[config.mk]
export PLATFORM = sky130hd
export DESIGN_NAME = tmr_ffc_core
export DESIGN_NICKNAME = d
export VERILOG_FILES = /design/src/rtl/tmr_ffc_core.sv
export SDC_FILE = /design/constraint.sdc
export NUM_CORES = 1
export LEC_CHECK = 0
export BUFFER_PORTS_ARGS = -buffer_cell sky130_fd_sc_hd__buf_2
export CAP_MARGIN = 20
export CORE_MARGIN = 5
export CORE_UTILIZATION = 60
export DETAILED_ROUTE_END_ITERATION = 12
export GPL_TIMING_DRIVEN = 1
export PLACE_DENSITY = 0.78
export SLEW_MARGIN = 20
export SYNTH_ARGS = -nofsm -noshare
export SYNTH_HDL_FRONTEND = slang
export SYNTH_SLANG_ARGS = --single-unit
[constraint.sdc]
create_clock -name clk -period 3 [get_ports clk]
set_input_delay 0 -clock clk [delete_from_list [all_inputs] [get_ports clk]]
set_output_delay 0 -clock clk [all_outputs]
set_load 0.02 [all_outputs]
[src/rtl/tmr_ffc_core.sv]
module tmr_ffc_core #(
  parameter int NCH      = 8,
  parameter int PRE_LOG2 = 0,
  parameter int AW       = 6
) (
  input  logic           clk,
  input  logic           rst_n,
  input  logic [AW-1:0]  bus_addr,
  input  logic           bus_rd,
  input  logic           bus_wr,
  input  logic [7:0]     bus_wdata,
  output logic [7:0]     bus_rdata,
  input  logic           sys_wait,
  input  logic           sys_dbg,
  input  logic [NCH-1:0] ch_edge,
  input  logic [NCH-1:0] ch_oc_mode,
  output logic           tmr_irq,
  output logic           pa_tick64,
  output logic           pa_halt,
  output logic           mdc_halt
);

  localparam int          CW      = 16;
  localparam int          PW      = 6;
  localparam int          CH_BASE = 16;
  localparam logic [PW-1:0] PMASK = PW'((1 << PRE_LOG2) - 1);
  localparam logic [AW-1:0] A_CTL = AW'(0);
  localparam logic [AW-1:0] A_CHF = AW'(1);
  localparam logic [AW-1:0] A_OVF = AW'(2);
  localparam logic [AW-1:0] A_CNH = AW'(4);
  localparam logic [AW-1:0] A_CNL = AW'(5);

  logic          en_q, swai_q, sdbg_q, ffca_q;
  logic [CW-1:0] cnt_q;
  logic [PW-1:0] pre_q;
  logic          tof_q;
  logic [NCH-1:0] chf_w;
  logic [7:0]    ch_byte [NCH];
  logic [7:0]    ch_rd;

  wire wait_hold = swai_q & sys_wait;
  wire dbg_hold  = sdbg_q & sys_dbg;
  wire run       = en_q & ~wait_hold & ~dbg_hold;
  wire tick      = run && ((pre_q & PMASK) == PMASK);
  wire cnt_acc   = (bus_rd | bus_wr) && (bus_addr == A_CNH || bus_addr == A_CNL);

  wire [AW-1:0] ch_off = bus_addr - AW'(CH_BASE);
  wire          ch_hit = (bus_addr >= AW'(CH_BASE)) && (ch_off < AW'(2 * NCH));

  assign pa_tick64 = run && (pre_q == {PW{1'b1}});
  assign pa_halt   = wait_hold;
  assign mdc_halt  = wait_hold | dbg_hold;
  assign tmr_irq   = (tof_q | (|chf_w)) & ~wait_hold;

  always_ff @(posedge clk or negedge rst_n) begin
    if (!rst_n) begin
      {en_q, swai_q, sdbg_q, ffca_q} <= 4'b0;
      cnt_q <= '0;
      pre_q <= '0;
      tof_q <= 1'b0;
    end else begin
      if (bus_wr && bus_addr == A_CTL) {en_q, swai_q, sdbg_q, ffca_q} <= bus_wdata[7:4];
      if (run)  pre_q <= pre_q + 1'b1;
      if (tick) cnt_q <= cnt_q + 1'b1;
      if (tick && cnt_q == {CW{1'b1}})
        tof_q <= 1'b1;
      else if ((ffca_q && cnt_acc) || (bus_wr && bus_addr == A_OVF && bus_wdata[7]))
        tof_q <= 1'b0;
    end
  end

  for (genvar n = 0; n < NCH; n++) begin : g_ch
    logic [CW-1:0] val_q;
    logic          flag_q;
    wire sel   = ch_hit && (ch_off[AW-1:1] == (AW-1)'(n));
    wire cap   = ~ch_oc_mode[n] & ch_edge[n];
    wire match = ch_oc_mode[n] & tick & (cnt_q == val_q);
    wire fclr  = ffca_q & sel & (ch_oc_mode[n] ? bus_wr : bus_rd);
    wire wclr  = bus_wr && bus_addr == A_CHF && bus_wdata[n];

    always_ff @(posedge clk or negedge rst_n) begin
      if (!rst_n) begin
        val_q  <= '0;
        flag_q <= 1'b0;
      end else begin
        if (cap)
          val_q <= cnt_q;
        else if (bus_wr && sel) begin
          if (ch_off[0]) val_q[7:0]  <= bus_wdata;
          else           val_q[15:8] <= bus_wdata;
        end
        if (cap || match)       flag_q <= 1'b1;
        else if (fclr || wclr)  flag_q <= 1'b0;
      end
    end

    assign chf_w[n]   = flag_q;
    assign ch_byte[n] = sel ? (ch_off[0] ? val_q[7:0] : val_q[15:8]) : 8'h00;
  end

  always_comb begin
    ch_rd = 8'h00;
    for (int i = 0; i < NCH; i++) ch_rd = ch_rd | ch_byte[i];
  end

  always_comb begin
    case (bus_addr)
      A_CTL:   bus_rdata = {en_q, swai_q, sdbg_q, ffca_q, 4'b0000};
      A_CHF:   bus_rdata = 8'(chf_w);
      A_OVF:   bus_rdata = {tof_q, 7'b0};
      A_CNH:   bus_rdata = cnt_q[15:8];
      A_CNL:   bus_rdata = cnt_q[7:0];
      default: bus_rdata = ch_rd;
    endcase
  end

endmodule


==> results.ini, run 1 <==
[run_status]
status = finished, final reports clean

[final_layout]
nets = 1195
drive_gt1_share_pct = 14.68
nFillCells = 1428
syn2layout_area_growth_pct = 8.675
n_antenna_cell = 0

[cts]
clockRootBuffer = clkbuf_16
clockBufferDepth = 2
cts-htree-levels = 4
numCtsBuffers = 17
path_clk_slew_ns = 0.06
cts.sinks = 163
cts_tree = done
clock_latency_ns = 0.44
cts-resized-gates = 0

[flow_run]
max-cap-violations = 0

[die]
die_x_um = 145.0
core-area_mm2 = 0.01796
die_h_um = 145.0
io_pins = 48
dieArea_mm2 = 0.02102
initial_core_util_pct = 60.86
rows = 49

[power]
switching_share_pct = 33.29
power_w = 0.006397
ir_drop_mv = 0.6508
power.density_mw_per_mm2 = 538.5
clkPwrFrac_pct = 32.6
leakagePower_nw = 5.158
p_sw_w = 0.002130
seq_power_share_pct = 41.9
pwr-share-comb_pct = 25.5
p_int_w = 0.004267

[timing]
setup_viol = 0
worst_pin_slew_ns = 1.084
fmax_ghz = 0.3799
setup_tns_ns = 0
rsz0062_at_grt = no
slew_viol_final = 0
fin_skew_ns = 0.01148
fin_crit_sh_pct = 87.75
slew_headroom_pct = 27.43
layout_min_cycle_time_ns = 2.633
finalHoldViolations = 0

[grt]
grt_max_degree = 75
grt_antenna_before_repair = 2
first_global_vias = 9052
grtUsageTotal_pct = 33.36
grt-ovfl-total = 0
grt_pass1_wl_mm = 54.69

[synth]
ys_warn_count = 0
synth_xor_area_share_pct = 11.86
syn-mean-instance-area_um2 = 9.473
ys_seq_area_share_pct = 37.31
synth_flop_cell = dfrtp_1
synth_top_cell_area_share_pct = 37.31
synth.distinct_cells = 55
synthCells = 1154
synth.largest_area_cell = dfrtp_1
yosys-top-cells-area = dfrtp_1, mux2i_1, xnor2_1
yosys.area_share.simple_pct = 15.85
syn_nets = 1194
synth-seq-cells = 163
synth_fa_ha_area_share_pct = 0.4578
synth_mux_area_share_pct = 19.49
synth_async_sr_flop_share_pct = 100.0
synth_top_family_by_area = multiplexers
synth-edff-count = 0
synth_area_mm2 = 0.01093
synth-compound-area-share_pct = 10.47

[detailed_routing]
routed_via_density = 6.611
drc = 0
firstDrtPassIters = 5
drt-initial-drc-count = 1104
ant_nets = 0
routedWlPerCell_um = 25.32
vias = 9216
wl_mm = 35.29

[placement]
place_congestion = 1.009
io_buffer_count = 47
post-dp-hpwl_mm = 23.69

[setup_path]
cp.required_ns = 3.00
cp_data_arrival_time_ns = 2.63
critical_path_class = flop to output pin
worst_setup_path_end_kind = output pin
crit_path_max_fanout = 10
critPathLaunchType = flop

[worst_hold_path]
min_path_type = input port to flop

## critical path, cell delays in order, from the launching register on
cell and delay, ns:
dfrtp_1 0.44, a22oi_2 0.37, and2_1 0.66, buf_4 0.27
nand4_1 0.16, nor2_1 0.12, buf_2 0.17
## cells by family (layout without fill, tap and decap cells)
group	count (synthesis)	count (layout)
adders and majority gates	4	4
AOI/OAI and AO/OA	212	212
muxes	210	210
and+or+nand+nor	311	311
DFF	163	163
buffers and inverters	106	117
xor gates and xnor gates	148	148
## path summary, 6_finish.rpt
path / start / to / slack [ns] / depth (start not counted)
max: swai_q / pa_tick64 / 0.37 / 6
min: ch_oc_mode[5] / g_ch[5].val_q[15] / 0.03 / 4
max reg2reg: swai_q / cnt_q[13] / 0.64 / 5
min reg2reg: pre_q[5] / pre_q[5] / 0.48 / 1
max in group asynchronous: rst_n / g_ch[2].val_q[7] / 2.02 / 3
min in group asynchronous: rst_n / g_ch[6].val_q[2] / 0.14 / 2
## per-stage QoR
stage          instances  setup WS (ns)  cell area, um^2  utilization, %  hold WS, ns
6_report            1394         0.3675            11880           66.14      0.03085
5_1_grt             1394         0.2527            11880           66.14      0.03883
4_1_cts             1394         0.4204            11850           65.97      0.01341
3_5_place_dp        1362         0.7219            11280           62.77      0.07534
3_3_place_gp        1362         0.7296            11280           62.77      0.07017
2_1_floorplan       1154          1.358            10930               -      -0.2956
## repair_timing
action | in CTS | in global routing
endpoints found under the hold margin | 74 | 0
hold buffers | 3 | 0
buffers inserted | 0 | 0
## routing by layer
metal  global-route usage (%)  up-vias  routed length, um
met4                    15.07        4               1798
met2                    50.21      554              15570
met1                    46.12     4454              14250
li1                         -     4046                  -
met5                        0        -                 19
met3                    7.608      158               3648
## placed cells by master (no fill, tap or decap), drive strengths merged, types with 3 or more instances in the layout
master       instances
dfrtp              163
nor3                 7
nand2              155
xor2                59
a21oi               27
mux2                23
mux2i              187
nor2b               15
ha                   4
nand2b               4
clkbuf              24
a22oi                7
inv                  5
nor4                28
nor2                33
nand3               13
or2                  6
dlygate4sd3          3
nand4               30
xnor2               89
o21ai              141
and2                 3
clkinv               3
o22ai               29
buf                 80
or3                  8
## flip-flops by register name, indices dropped and copies added, names as in the netlist
signal / cells
g_ch.val_q: 128
cnt_q: 16
g_ch.flag_q: 8
pre_q: 6
en_q: 1
ffca_q: 1
sdbg_q: 1
swai_q: 1
tof_q: 1
## synthesized netlist by cell type, types with 7 or more instances
library cell and count:
nor2_1 18, o22ai_1 29, o21ai_1 34, nor4_1 27
nand3_1 12, or3_1 7, a21oi_1 27, dfrtp_1 163
nand4_1 28, buf_6 8, xor2_1 59, buf_2 32
o21ai_0 107, xnor2_1 89, nor2b_1 15, mux2_2 23
buf_1 7, mux2i_1 187, nor2_8 7, nand2_1 152
clkbuf_1 54
## power groups by stage
stage / Combinational, W / Clock (W) / Sequential (W)
2_1_floorplan: 0.00110 / 0 / 0.00262
3_3_place_gp: 0.00155 / 0 / 0.00270
3_5_place_dp: 0.00158 / 0 / 0.00271
4_1_cts: 0.00159 / 0.00210 / 0.00267
5_1_grt: 0.00174 / 0.00220 / 0.00270
6_report: 0.00163 / 0.00209 / 0.00268
## layout make-up
cell class / count / area [um^2] / area share [%]
Clock inverter: 5 / 52.55 / 0.4423
Clock buffer: 24 / 491.7 / 4.139
Sequential cell: 163 / 4079 / 34.33
Inverter: 5 / 18.77 / 0.1580
Tap cell: 229 / 286.5 / 2.412
Multi-Input combinational cell: 885 / 6405 / 53.91
Timing Repair Buffer: 83 / 546.8 / 4.602
Power figures use the tool's default switching activity.
==> run 2: changes to the inputs <==
--- a/config.mk
+++ b/config.mk
@@ -7,6 +7,7 @@
 export LEC_CHECK = 0
 export BUFFER_PORTS_ARGS = -buffer_cell sky130_fd_sc_hd__buf_2
 export CAP_MARGIN = 20
+export CORE_ASPECT_RATIO = 1.2
 export CORE_MARGIN = 5
 export CORE_UTILIZATION = 60
 export DETAILED_ROUTE_END_ITERATION = 12
==> run 2 against run 1 <==
Effect of this change: register-to-register slack better by 0.14 ns; utilization decreased by 0.34 points; worst hold slack got worse by 0.015 ns; critical endpoint unchanged; power fell by 1.7%; clock power decreased by 6%.
==> results.ini, run 2 (synthesis results as in run 1) <==
[run_status]
status = finished, final reports clean

[grt]
grt_pass1_wl_mm = 54.49  ; -0.37%
grt_max_degree = 88  ; +17%
first_global_vias = 9133  ; +0.89%
grtUsageTotal_pct = 34.26  ; +0.90 points
grt-ovfl-total = 0  ; unchanged
grt_antenna_before_repair = 0  ; -2

[worst_hold_path]
min_path_type = input port to asynchronous set/reset pin

[timing]
holdWs_ns = 0.01554  ; -0.01531 ns
fin_crit_sh_pct = 80.32  ; -7.4 points
slew_viol_final = 0  ; unchanged
fin_skew_ns = 0.009124  ; -0.002357 ns
setup_tns_ns = 0  ; unchanged
finalHoldViolations = 0  ; unchanged
rsz0062_at_grt = no
layout_min_cycle_time_ns = 2.410  ; -0.2230 ns
worst_pin_slew_ns = 0.8399  ; -0.2438 ns
setup_viol = 0  ; unchanged
slew_headroom_pct = 43.59  ; +16 points
fmax_ghz = 0.4150  ; +9.3%

[cts]
path_clk_slew_ns = 0.06  ; about the same
clock_latency_ns = 0.44  ; about the same
cts-htree-levels = 4  ; unchanged
clockBufferDepth = 2  ; unchanged
cts.sinks = 163  ; unchanged
numCtsBuffers = 17  ; unchanged
clockRootBuffer = clkbuf_16
cts_tree = done
cts-resized-gates = 0  ; unchanged

[detailed_routing]
ant_nets = 0  ; unchanged
vias = 9268  ; +0.56%
drt-initial-drc-count = 1227  ; +11%
drc = 0  ; unchanged
firstDrtPassIters = 5  ; unchanged
routed_via_density = 6.653  ; +0.64%
routedWlPerCell_um = 25.56  ; +0.98%
wl_mm = 35.61  ; +0.91%

[final_layout]
nets = 1199  ; +0.33%
regMostFlops = g_ch.val_q
fin_area_mm2 = 0.01187  ; about the same
largest_reg_flops = 128  ; unchanged
reg_top3 = g_ch.val_q: 128 flops, cnt_q: 16 flops, g_ch.flag_q: 8 flops
mostFrequentLayoutCells = mux2i_1, dfrtp_1, nand2_1
drive_gt1_share_pct = 15.06  ; +0.38 points
syn2layout_area_growth_pct = 8.573  ; about the same
fin_cells = 1393  ; -0.072%
final_common_cell = mux2i_1
n_antenna_cell = 0  ; unchanged
nFillCells = 1453  ; +1.8%

[setup_path]
rr_worst_depth = 6  ; +1
reg2reg_slack_ns = 0.78  ; +0.14 ns
cp_data_arrival_time_ns = 2.41  ; -0.22 ns
reg2reg_from = swai_q
critical_path_class = flop to output pin
worst_setup_path_end_kind = output pin
critPathLaunchType = flop
crit_path_max_fanout = 12  ; +2
cp.required_ns = 3.00  ; about the same
crit_start = swai_q

[placement]
io_buffer_count = 47  ; unchanged
dp.cells = 1361  ; -0.073%
place_congestion = 1.037  ; +2.8%
post-dp-hpwl_mm = 24.01  ; +1.4%
placed_area_mm2 = 0.01130  ; +0.19%

[die]
rows = 54  ; +10%
die_x_um = 133.2  ; -8.1%
die_h_um = 157.9  ; +8.9%
initial_core_util_pct = 60.60  ; -0.26 points
io_pins = 48  ; unchanged
dieArea_mm2 = 0.02103  ; about the same
core-area_mm2 = 0.01804  ; +0.42%

[power]
leakagePower_nw = 5.156  ; about the same
power.density_mw_per_mm2 = 529.7  ; -1.6%
ir_drop_mv = 0.4447  ; -32%
power_w = 0.006287  ; -1.7%

[flow_run]
max-cap-violations = 0  ; unchanged

[run 2: cell types whose count changed in the layout (fill, tap and decap cells not counted), sizes merged]
cell and change:
bufinv -1, buf +4, clkinvlp +3, clkinv +2
clkbuf -5, inv +1
[run 2: timing repair]
action | in CTS | in global routing
hold endpoints to repair | 138 | 0
buffers inserted | 0 | 0
hold buffers | 3 | 0
setup endpoints to repair | 0 | 0
[run 2: cell type report]
cell class                 count  area, um^2  area share [%]
clock buffer                  19       442.9           3.732
clock inverter                10       63.81          0.5376
inverter                       5       18.77          0.1581
multi-input combinational    885        6407           53.98
sequential                   163        4079           34.37
tap                          224       280.3           2.361
timing repair buffer          87       576.8           4.860
[run 2: worst paths after layout]
kind | end
setup / recovery | pa_tick64
hold / removal | g_ch[5].val_q[2]
setup reg to reg | g_ch[2].flag_q
hold reg to reg | pre_q[5]
max in group asynchronous | pre_q[2]
min in group clk | cnt_q[4]
[run 2: where the power goes]
group	internal, W	switching [W]	total (W)
combinational	0.000644	0.000950	0.00159
sequential	0.00242	0.000305	0.00272
clock	0.00106	0.000913	0.00197
total	0.00412	0.00217	0.00629
[run 2: metrics by stage]
stage	utilization [%]	worst slack [ns]
after global placement	62.62	0.8255
final	65.79	0.5905
after floorplan	-	1.358
after global routing	65.79	0.4816
after CTS	65.60	0.6195
after detailed placement	62.62	0.7382
[run 2: worst max-delay path, stage by stage (launching register included)]
cell and delay [ns]:
dfrtp_1 0.43, a22oi_2 0.30, and2_1 0.45, buf_4 0.31, nand4_1 0.18, nor2_1 0.14
buf_2 0.17
[run 2: routing by layer]
metal | up-vias | GRT usage [%] | wire (um)
met5 | - | 0 | 0
met4 | 0 | 20.82 | 2302
met3 | 150 | 6.929 | 3738
met2 | 597 | 52.42 | 15850
met1 | 4475 | 45.20 | 13720
li1 | 4046 | - | -
==> run 3: changes to the inputs <==
--- a/config.mk
+++ b/config.mk
@@ -5,6 +5,7 @@
 export SDC_FILE = /design/constraint.sdc
 export NUM_CORES = 1
 export LEC_CHECK = 0
+export ABC_AREA = 1
 export BUFFER_PORTS_ARGS = -buffer_cell sky130_fd_sc_hd__buf_2
 export CAP_MARGIN = 20
 export CORE_ASPECT_RATIO = 1.2
==> constraint.sdc (replaced) <==
create_clock -name clk -period 2.4 [get_ports clk]
set_input_delay 0 -clock clk [delete_from_list [all_inputs] [get_ports clk]]
set_output_delay 0 -clock clk [all_outputs]
set_load 0.02 [all_outputs]
==> run 3 against run 2 <==
Effect of this change: cell count increased by 56%; global-route usage increased by 7.2 points; critical path depth decreased by 1; via count increased by 41%; sequential power increased by 35%; wire length increased by 33%; non-clock buffer count increased by 21; first-iteration DRC count increased by 25%; power increased by 51%.
==> results.ini, run 3 <==
[final_layout]
regMostFlops = g_ch.val_q
fin_area_mm2 = 0.01330  ; +12%
drive_gt1_share_pct = 12.77  ; -2.3 points
final_common_cell = nand2_1
largest_reg_flops = 128  ; unchanged
reg_top3 = g_ch.val_q: 128 flops, cnt_q: 16 flops, g_ch.flag_q: 8 flops
nets = 1945  ; +62%
syn2layout_area_growth_pct = 10.14
mostFrequentLayoutCells = nand2_1, o21ai_0, inv_1, dfrtp_1, nor2_1

[synth]
synth-seq-cells = 163  ; unchanged
ys_seq_area_share_pct = 33.79  ; -3.5 points
synthCells = 1870  ; +62%
synth-compound-area-share_pct = 13.08  ; +2.6 points
syn-mean-instance-area_um2 = 6.456  ; -32%
synth-edff-count = 0  ; unchanged
synth.largest_area_cell = dfrtp_1
synth_flop_cell = dfrtp_1
ys_warn_count = 0  ; unchanged
synth.distinct_cells = 37  ; -33%
synth_xor_area_share_pct = 5.006  ; -6.9 points
synth_commonest_cells = nand2_1, o21ai_0, inv_1, dfrtp_1, nor2_1
synth_fa_ha_area_share_pct = 0.4146  ; -0.043 points
synth_mux_area_share_pct = 0  ; -19 points
synth_area_mm2 = 0.01207  ; +10%
synth_top_cell_area_share_pct = 33.79  ; -3.5 points
syn_nets = 1910  ; +60%
yosys-top-cells-area = dfrtp_1, nand2_1, o21ai_0
yosysMostFrequentCell = nand2_1
yosys.area_share.simple_pct = 38.26  ; +22 points
synth_async_sr_flop_share_pct = 100.0  ; unchanged
synth_top_family_by_area = simple AND/OR/NAND/NOR gates

[die]
rows = 56  ; +3.7%
die_x_um = 139.5  ; +4.7%
initial_core_util_pct = 61.32  ; +0.72 points
core-area_mm2 = 0.01969  ; +9.1%
dieArea_mm2 = 0.02307  ; +9.7%
io_pins = 48  ; unchanged
die_h_um = 165.4  ; +4.8%

[cts]
path_clk_slew_ns = 0.07  ; about the same
clockBufferDepth = 2  ; unchanged
cts-htree-levels = 4  ; unchanged
cts.sinks = 163  ; unchanged
clock_latency_ns = 0.45  ; about the same
clockRootBuffer = clkbuf_16
numCtsBuffers = 17  ; unchanged
cts_tree = done

[power]
leakagePower_nw = 7.120  ; +38%
power.density_mw_per_mm2 = 716.3  ; +35%
ir_drop_mv = 0.4889  ; +9.9%

[setup_path]
slowest_stage = dfrtp_1
cp.required_ns = 2.40  ; -0.60 ns
max_stage_delay_ns = 0.89  ; +0.44 ns
cp_num_cells = 5  ; -1
reg2reg_from = cnt_q[2]
rr_worst_depth = 9  ; +3
cp_data_arrival_time_ns = 2.23  ; -0.18 ns
crit_buf_inv = 2  ; unchanged
crit_end = bus_rdata[2]
reg2reg_slack_ns = 0.17  ; -0.61 ns
crit_path_cell_trace = clkinvlp_4 > o22ai_1 > nor2_1 > nand2_1 > buf_2
crit_start = cnt_q[2]
critPathLaunchType = flop
worst_setup_path_end_kind = output pin
worstReg2RegEnd = g_ch[7].flag_q
path_delay_family = flip-flops
critical_path_class = flop to output pin
crit_path_max_fanout = 11  ; -1

[detailed_routing]
drc = 0  ; unchanged
wl_mm = 47.53  ; +33%
routedWlPerCell_um = 21.80  ; -15%
drt-initial-drc-count = 1534  ; +25%
firstDrtPassIters = 8  ; +3
ant_nets = 0  ; unchanged
vias = 13030  ; +41%
routed_via_density = 5.975  ; -10%

[grt]
grt_antenna_before_repair = 0  ; unchanged
grt_pass1_wl_mm = 72.14  ; +32%
grt-ovfl-total = 0  ; unchanged
first_global_vias = 12130  ; +33%
grt_max_degree = 59  ; -33%
grtUsageTotal_pct = 41.45  ; +7.2 points

[timing]
worst_pin_slew_ns = 0.8762  ; +0.03631 ns
fin_skew_ns = 0.01403  ; +0.004902 ns
slew_headroom_pct = 41.59  ; -2.0 points
layout_min_cycle_time_ns = 2.232
fmax_ghz = 0.4480
finalHoldViolations = 0  ; unchanged
holdWs_ns = 0.03381  ; +0.01827 ns
rsz0062_at_grt = no
slew_viol_final = 0  ; unchanged
fin_crit_sh_pct = 93.00
setup_tns_ns = 0  ; unchanged
setup_viol = 0  ; unchanged

[placement]
place_congestion = 1.034  ; -0.27%
io_buffer_count = 47  ; unchanged
placed_area_mm2 = 0.01264  ; +12%
post-dp-hpwl_mm = 33.32  ; +39%

[worst_hold_path]
worstHoldStart = ch_oc_mode[5]
min_path_type = input port to flop

[run_status]
status = finished, final reports clean

[flow_run]
max-cap-violations = 0  ; unchanged

[run 3: power breakdown]
part           total (W)  switching, W  internal, W  leakage, nW
Sequential       0.00367      0.000530      0.00314         2.02
Clock            0.00303       0.00133      0.00170        0.307
Combinational    0.00283       0.00190     0.000929         4.80
Total            0.00952       0.00375      0.00577         7.12
[run 3: routing by layer]
layer / global-route usage (%) / routed length, um
met1: 52.12 / 17330
met4: 27.94 / 3717
met3: 10.66 / 5809
met2: 63.08 / 20670
met5: 0 / 0
[run 3: worst min path at each step]
stage	end	slack, ns	depth (start not counted)
3_5_place_dp	g_ch[1].val_q[1]	0.001	1
5_1_grt	g_ch[5].flag_q	0.01	4
3_3_place_gp	g_ch[1].val_q[13]	-0.003	1
2_1_floorplan	cnt_q[0]	-0.30	0
6_report	g_ch[5].flag_q	0.03	7
4_1_cts	g_ch[5].flag_q	0.01	4
[run 3: worst reg2reg max path, cell delays in order (launching register included)]
cell and delay, ns:
dfrtp_1 0.89, clkinvlp_4 0.32, buf_4 0.28, nand2_1 0.10, o21ai_0 0.08, nor2_1 0.13, nand2_1 0.06, nor2_1 0.10
nand3_1 0.12, nand2_1 0.09
[run 3: repair_timing]
action,CTS,global route
resized for setup,1,0
buffers inserted,2,0
endpoints found under the setup margin,1,0
hold endpoints to repair,55,0
hold buffers,1,0
[run 3: area by class of cell]
| class | count | area [um^2] |
|---|---|---|
| Inverter | 173 | 658.1 |
| Multi-Input combinational cell | 1442 | 6853 |
| Clock buffer | 18 | 439.2 |
| Tap cell | 261 | 326.6 |
| Clock inverter | 14 | 186.4 |
| Fill cell | 1793 | 6392 |
| Antenna cell | 1 | 2.502 |
| Timing Repair Buffer | 108 | 752.0 |
| Sequential cell | 163 | 4079 |
[run 3: cell families after synthesis]
group                    count (synthesis)
AND/OR/NAND/NOR                       1099
AO/OA/AOI/OAI                          270
buffers and inverters                  265
flip-flops                             163
XOR/XNOR                                69
adder cells (fa/ha/maj)                  4
[run 3: through the flow]
step           setup slack (ns)  util [%]  total power [W]  cells
4_1_cts                  0.2255     67.52         0.009411   2179
3_5_place_dp             0.2333     64.20         0.006386   2144
6_report                 0.1680     67.53         0.009524   2180
3_3_place_gp             0.2366     64.20         0.006322   2144
2_1_floorplan            0.8625         -         0.005298   1870
5_1_grt                 0.06104     67.52         0.009929   2179
